===== src/rtl/swtx_pkg.sv =====
package swtx_pkg;

    typedef enum logic [1:0] {
        TX_IDLE  = 2'd0,
        TX_SEND  = 2'd1,
        TX_ABORT = 2'd2
    } txst_e;

    typedef struct packed {
        logic en;
        logic val;
    } pin_drive_t;

endpackage


===== src/rtl/swtx_framer.sv =====
module swtx_framer #(
    parameter int DATA_W  = 8,
    parameter int STOP_W  = 2,
    parameter int FRAME_W = DATA_W + 2 + STOP_W
) (
    input  logic [DATA_W-1:0]  data,
    output logic [FRAME_W-1:0] frame
);
    localparam int PAR_POS  = DATA_W + 1;
    localparam int STOP_POS = DATA_W + 2;

    // start bit is a low level
    assign frame[0] = 1'b0;

    // payload, least significant bit leaves first
    for (genvar i = 0; i < DATA_W; i++) begin : g_data
        assign frame[1 + i] = data[i];
    end

    // even parity over the payload
    assign frame[PAR_POS] = ^data;

    for (genvar s = 0; s < STOP_W; s++) begin : g_stop
        assign frame[STOP_POS + s] = 1'b1;
    end

endmodule


===== src/rtl/swtx_bit_clock.sv =====
module swtx_bit_clock #(
    parameter int CLKS_PER_BIT = 8
) (
    input  logic clk,
    input  logic rst_n,
    input  logic run,
    output logic mid_tick,
    output logic last_tick
);
    localparam int CW = (CLKS_PER_BIT > 2) ? $clog2(CLKS_PER_BIT) : 1;
    localparam logic [CW-1:0] MID_CNT  = CW'(CLKS_PER_BIT / 2);
    localparam logic [CW-1:0] LAST_CNT = CW'(CLKS_PER_BIT - 1);

    logic [CW-1:0] cnt_d, cnt_q;

    always_comb begin
        cnt_d = cnt_q;
        if (!run) begin
            cnt_d = '0;
        end else if (cnt_q == LAST_CNT) begin
            cnt_d = '0;
        end else begin
            cnt_d = cnt_q + 1'b1;
        end
    end

    always_ff @(posedge clk or negedge rst_n) begin
        if (!rst_n) cnt_q <= '0;
        else        cnt_q <= cnt_d;
    end

    assign mid_tick  = run && (cnt_q == MID_CNT);
    assign last_tick = run && (cnt_q == LAST_CNT);

    AST_CNT_PARKED: assert property (@(posedge clk) disable iff (!rst_n)
        !run |=> (cnt_q == '0));

endmodule


===== src/rtl/swtx_pin_ctrl.sv =====
module swtx_pin_ctrl
    import swtx_pkg::*;
(
    input  logic       active,
    input  logic       cur_bit,
    input  logic       prev_bit,
    output pin_drive_t drive
);
    // a zero is always driven; a one only when it opens a run of ones
    always_comb begin
        drive.en  = active && (!cur_bit || !prev_bit);
        drive.val = cur_bit;
    end

endmodule


===== src/rtl/swtx_tx_cd.sv =====
module swtx_tx_cd
    import swtx_pkg::*;
#(
    parameter int CLKS_PER_BIT = 8,
    parameter int DATA_W       = 8,
    parameter int STOP_W       = 2
) (
    input  logic              clk,
    input  logic              rst_n,
    input  logic [DATA_W-1:0] tx_data,
    input  logic              tx_valid,
    output logic              tx_ready,
    input  logic              line_in,
    output logic              drv_en,
    output logic              drv_val,
    input  logic              recover,
    output logic              coll_pulse
);
    localparam int FRAME_W = DATA_W + 2 + STOP_W;
    localparam int LW      = $clog2(FRAME_W);
    localparam logic [LW-1:0] LAST_IDX = LW'(FRAME_W - 1);

    typedef struct packed {
        txst_e              state;
        logic [FRAME_W-1:0] sh;
        logic               prev;
        logic [LW-1:0]      left;
        logic               coll;
    } regs_t;

    regs_t r_d, r_q;

    logic [FRAME_W-1:0] frame_w;
    logic               mid_tick, last_tick;
    pin_drive_t         drive;
    logic               sending;

    assign sending = (r_q.state == TX_SEND);

    swtx_framer #(
        .DATA_W (DATA_W),
        .STOP_W (STOP_W),
        .FRAME_W(FRAME_W)
    ) u_framer (
        .data (tx_data),
        .frame(frame_w)
    );

    swtx_bit_clock #(
        .CLKS_PER_BIT(CLKS_PER_BIT)
    ) u_bitclk (
        .clk      (clk),
        .rst_n    (rst_n),
        .run      (sending),
        .mid_tick (mid_tick),
        .last_tick(last_tick)
    );

    swtx_pin_ctrl u_pin (
        .active  (sending),
        .cur_bit (r_q.sh[0]),
        .prev_bit(r_q.prev),
        .drive   (drive)
    );

    always_comb begin
        r_d      = r_q;
        r_d.coll = 1'b0;
        unique case (r_q.state)
            TX_IDLE: begin
                if (tx_valid) begin
                    r_d.state = TX_SEND;
                    r_d.sh    = frame_w;
                    r_d.prev  = 1'b1;
                    r_d.left  = LAST_IDX;
                end
            end
            TX_SEND: begin
                if (mid_tick && !drive.en && !line_in) begin
                    r_d.state = TX_ABORT;
                    r_d.coll  = 1'b1;
                end else if (last_tick) begin
                    if (r_q.left == '0) begin
                        r_d.state = TX_IDLE;
                    end else begin
                        r_d.prev = r_q.sh[0];
                        r_d.sh   = r_q.sh >> 1;
                        r_d.left = r_q.left - 1'b1;
                    end
                end
            end
            TX_ABORT: begin
                if (recover) r_d.state = TX_IDLE;
            end
            default: r_d.state = TX_IDLE;
        endcase
    end

    always_ff @(posedge clk or negedge rst_n) begin
        if (!rst_n) begin
            r_q.state <= TX_IDLE;
            r_q.sh    <= '1;
            r_q.prev  <= 1'b1;
            r_q.left  <= '0;
            r_q.coll  <= 1'b0;
        end else begin
            r_q <= r_d;
        end
    end

    assign tx_ready   = (r_q.state == TX_IDLE);
    assign drv_en     = drive.en;
    assign drv_val    = drive.val;
    assign coll_pulse = r_q.coll;

    AST_IDLE_RELEASED: assert property (@(posedge clk) disable iff (!rst_n)
        (r_q.state == TX_IDLE) |-> !drv_en);
    AST_ZERO_PULLS_LOW: assert property (@(posedge clk) disable iff (!rst_n)
        (sending && !r_q.sh[0]) |-> (drv_en && !drv_val));
    AST_RUN_RELEASED: assert property (@(posedge clk) disable iff (!rst_n)
        (sending && r_q.sh[0] && r_q.prev) |-> !drv_en);
    AST_COLL_FROM_RELEASE: assert property (@(posedge clk) disable iff (!rst_n)
        coll_pulse |-> $past(!drv_en && !line_in && sending));
    AST_COLL_SINGLE: assert property (@(posedge clk) disable iff (!rst_n)
        coll_pulse |=> !coll_pulse);
    AST_ABORT_QUIET: assert property (@(posedge clk) disable iff (!rst_n)
        coll_pulse |-> (!drv_en && !tx_ready));
    AST_ABORT_HOLD: assert property (@(posedge clk) disable iff (!rst_n)
        (r_q.state == TX_ABORT && !recover) |=> (r_q.state == TX_ABORT));
    AST_BUSY_NOT_READY: assert property (@(posedge clk) disable iff (!rst_n)
        (r_q.state != TX_IDLE) |-> !tx_ready);

endmodule


===== config.mk =====
export PLATFORM = sky130hd
export DESIGN_NAME = swtx_tx_cd
export DESIGN_NICKNAME = d
export VERILOG_FILES = /design/src/rtl/swtx_pkg.sv /design/src/rtl/swtx_framer.sv /design/src/rtl/swtx_bit_clock.sv /design/src/rtl/swtx_pin_ctrl.sv /design/src/rtl/swtx_tx_cd.sv
export SDC_FILE = /design/constraint.sdc
export NUM_CORES = 1
export LEC_CHECK = 0
export BUFFER_PORTS_ARGS = -buffer_cell sky130_fd_sc_hd__buf_2
export CAP_MARGIN = 5
export CORE_MARGIN = 8
export CORE_UTILIZATION = 55
export DETAILED_ROUTE_END_ITERATION = 10
export MAX_ROUTING_LAYER = met4
export PLACE_DENSITY = 0.83
export SETUP_SLACK_MARGIN = 0.05
export SLEW_MARGIN = 30
export SYNTH_ARGS = -nofsm -noshare
export SYNTH_HDL_FRONTEND = slang
export SYNTH_SLANG_ARGS = --single-unit

===== constraint.sdc =====
create_clock -name clk -period 2.2 [get_ports clk]
set_input_delay 0.11 -clock clk [delete_from_list [all_inputs] [get_ports clk]]
set_output_delay 0.11 -clock clk [all_outputs]
set_load 0.03 [all_outputs]

==> results.tsv <==
stage	metric	value	unit
sta	setup_slack	0.3460	ns
grt	grt_antenna_before_repair	0	
clocking	cts_tree	done	
worst_setup_path	critPathKind	reg2reg	
clocking	postCtsSetupRepairBufs	0	
yosys	synth_cells	120	
power	swShare	0.3830	
place	port_buffers	16	
worst_setup_path	path_cells	inv_1 > ha_1 > nor3b_2 > o21bai_1 > a211o_1 > or3_1 > a21boi_1	
hold_path	hold_path.class	in2reg	
detailed_routing	final_antenna_net_count	0	
sta	fin_tns_setup	0	ns
grt	grtUsageTotal	0.1223	
power	p_seq_frac	0.465	
detailed_routing	drc	0	
detailed_routing	avgViaCountPerCell	5.120	
sta	worst_pin_slew	0.4881	ns
final_layout	postLayoutCoreUtil	0.6324	
worst_setup_path	path_delay_family	compound AO/OA/AOI/OAI gates	
worst_setup_path	critPathLaunchType	flip-flop	
worst_setup_path	worst-path-buf-inv	1	
sta	max-slew-margin-rel	0.6746	
sta	final-hold-violation-count	0	
final_layout	final_cell_mix	17 x nand2_1, 16 x buf_2, 13 x dfstp_2	
worst_setup_path	cp_slowest_cell	dfrtp_1	
power	power_density	1246	mW/mm²
floorplan	initial_core_util	0.5641	
detailed_routing	avgRoutedWirePerCell	12.88	µm
final_layout	antenna_cells	0	
yosys	synth_ff_type	dfstp_2	
clocking	clock_latency	0.32	ns
clocking	h-tree-depth	1	
run_status	status	complete, no violations	
worst_setup_path	cpPeakStageDelay	0.40	ns
worst_setup_path	end_kind	flip-flop	
power	combPwrFrac	0.419	
sta	setup_violations	0	
final_layout	num-nets-final	157	
grt	busiest_layer	met2	
sta	slew_violations	0	
grt	grt_overflow	0	
power	switchingPower	0.0006417	W
worst_setup_path	path_max_fanout	4	
yosys	synth_cell_type_count	30	
detailed_routing	wirelength	2.138	mm
floorplan	die_w	62.71	µm
yosys	yosysSeqAreaShare	0.4932	
clocking	cts.sinks	23	
yosys	synth_area_leaders	dfstp_2 28%, dfrtp_1 21%, mux2i_1 7.5%, xnor2_1 5.8%, nand2_1 5.3%	
grt	met3_usage	0.03047	
yosys	synth_top_cell_by_area	dfstp_2	
yosys	synth_edf_count	0	
yosys	syn-cell-area	0.001200	mm²
yosys	async_reset_ff_frac	1.000	
yosys	avgSynthCellArea	9.999	µm²
detailed_routing	drtIter0Drc	19	
sta	rsz0062_at_grt	no	
worst_setup_path	cp.arrival	2.10	ns
power	ir_drop	0.6032	mV
floorplan	die-area	0.003933	mm²
final_layout	final_common_cell	nand2_1	
detailed_routing	dr.pass1.iters	4	
sta	fin_crit_sh	0.8427	
grt	grt_start_max_net_pins	24	
sta	period_minus_slack	1.854	ns
final_layout	drive_above_1_share	0.2681	
floorplan	placementRows	17	
job	maxCapViolCount	0	
grt	grt_pass1_wl	3.808	mm
grt	use_met2	0.2070	
yosys	ys_ff_latch	23	
clocking	clock_path_buffers	2	
final_layout	synthToLayoutAreaGrowth	12.10	%
sta	fmax	0.5394	GHz
sta	skew	0.006845	ns
worst_setup_path	critPathRequiredTime	2.45	ns
grt	grt_use_met1	0.1253	
place	dp_hpwl	1.686	mm
clocking	clk_pin_slew_worst_paths	0.13	ns
yosys	yosysWarnings	0	
power	power_leakage	0.6419	nW
place	gp_congestion	0.8026	
yosys	synth_nets	138	
clocking	numCtsBuffers	3	
clocking	root_buffer	clkbuf_4	
detailed_routing	vias	850	
floorplan	ios	17	
place	place_ws	0.3835	ns
yosys	yosysTopAreaCellShare	0.2847	
floorplan	core_area	0.002127	mm²
power	p_int	0.001034	W
power	clockPowerShare	0.116	
floorplan	die_y	62.71	µm
grt	grt_pass1_vias	953	
-- logic make-up after synthesis --
| family | synth area share |
|---|---|
| xor gates and xnor gates | 0.06570 |
| DFF | 0.4932 |
| adders and majority gates | 0.05214 |
| buffers and inverters | 0.04693 |
| and+or+nand+nor | 0.1449 |
| muxes | 0.07508 |
| AOI/OAI and AO/OA | 0.1220 |
-- cell type report --
| type | instances | area (µm²) |
|---|---|---|
| repair buffers | 20 | 112.6 |
| well taps | 28 | 35.03 |
| inverters | 7 | 26.28 |
| clock inverters | 1 | 5.005 |
| clock buffers | 3 | 22.52 |
| fillers | 188 | 782.0 |
| multi-input cells | 84 | 551.8 |
| flip-flops and latches | 23 | 591.8 |
-- final timing paths --
check                      startpoint          to  slack (ns)  cells after the start
hold reg to reg               r_q[12]     r_q[12]        0.48                      2
min in group asynchronous       rst_n  coll_pulse        0.27                      2
max in group asynchronous       rst_n     r_q[14]        1.56                      2
setup reg to reg               r_q[1]      r_q[3]        0.35                      7
setup / recovery               r_q[1]      r_q[3]        0.35                      7
hold / removal             tx_data[3]     r_q[10]        0.08                      3
-- worst min-delay path: stages --
cell     delay, ns
buf_2         0.11
mux2i_1       0.11
o21ai_0       0.08
-- Yosys cell counts (2+ instances only) --
| master | number |
|---|---|
| a21boi_0 | 2 |
| a21oi_1 | 2 |
| and2_1 | 2 |
| buf_2 | 3 |
| clkbuf_1 | 2 |
| dfrtp_1 | 10 |
| dfstp_2 | 13 |
| ha_1 | 5 |
| inv_1 | 7 |
| mux2i_1 | 9 |
| nand2_1 | 17 |
| nor2_1 | 7 |
| nor2b_1 | 2 |
| nor3_1 | 4 |
| o21ai_0 | 10 |
| o21ai_1 | 3 |
| or3_1 | 2 |
| xnor2_1 | 8 |
-- state kept, by name (all words and copies together), names as in the netlist --
name	flops
u_bitclk.cnt_q	3
r_q	19
coll_pulse	1
-- per-layer routing --
metal / wire length [µm] / part of all wire
met1: 987 / 0.46
met2: 1009 / 0.47
met3: 91 / 0.043
met4: 51 / 0.024
met5: 0 / 0
-- through the flow --
stage                     hold slack (ns)  cells  cell area [µm²]  total power, W
final                             0.08491    166             1345        0.001676
after global routing               0.1006    166             1345        0.001821
after CTS                         0.08511    166             1345        0.001697
after detailed placement           0.1024    161             1308        0.001501
after global placement            0.09867    161             1308        0.001454
after floorplan                   -0.1856    120             1200        0.001311
-- power by group through the flow --
stage,logic [W],clock network (W),registers [W]
after floorplan,0.000548,0,0.000763
after global placement,0.000677,0,0.000777
after detailed placement,0.000714,0,0.000787
after CTS,0.000716,0.000201,0.000780
after global routing,0.000806,0.000217,0.000798
final,0.000702,0.000195,0.000779
-- what timing repair did --
item                       CTS  global route
gates resized for setup      0             0
setup endpoints to repair    0             0
hold endpoints to repair    10             0
hold buffers                 1             0
Note: power is estimated with default switching activity, not from simulation.
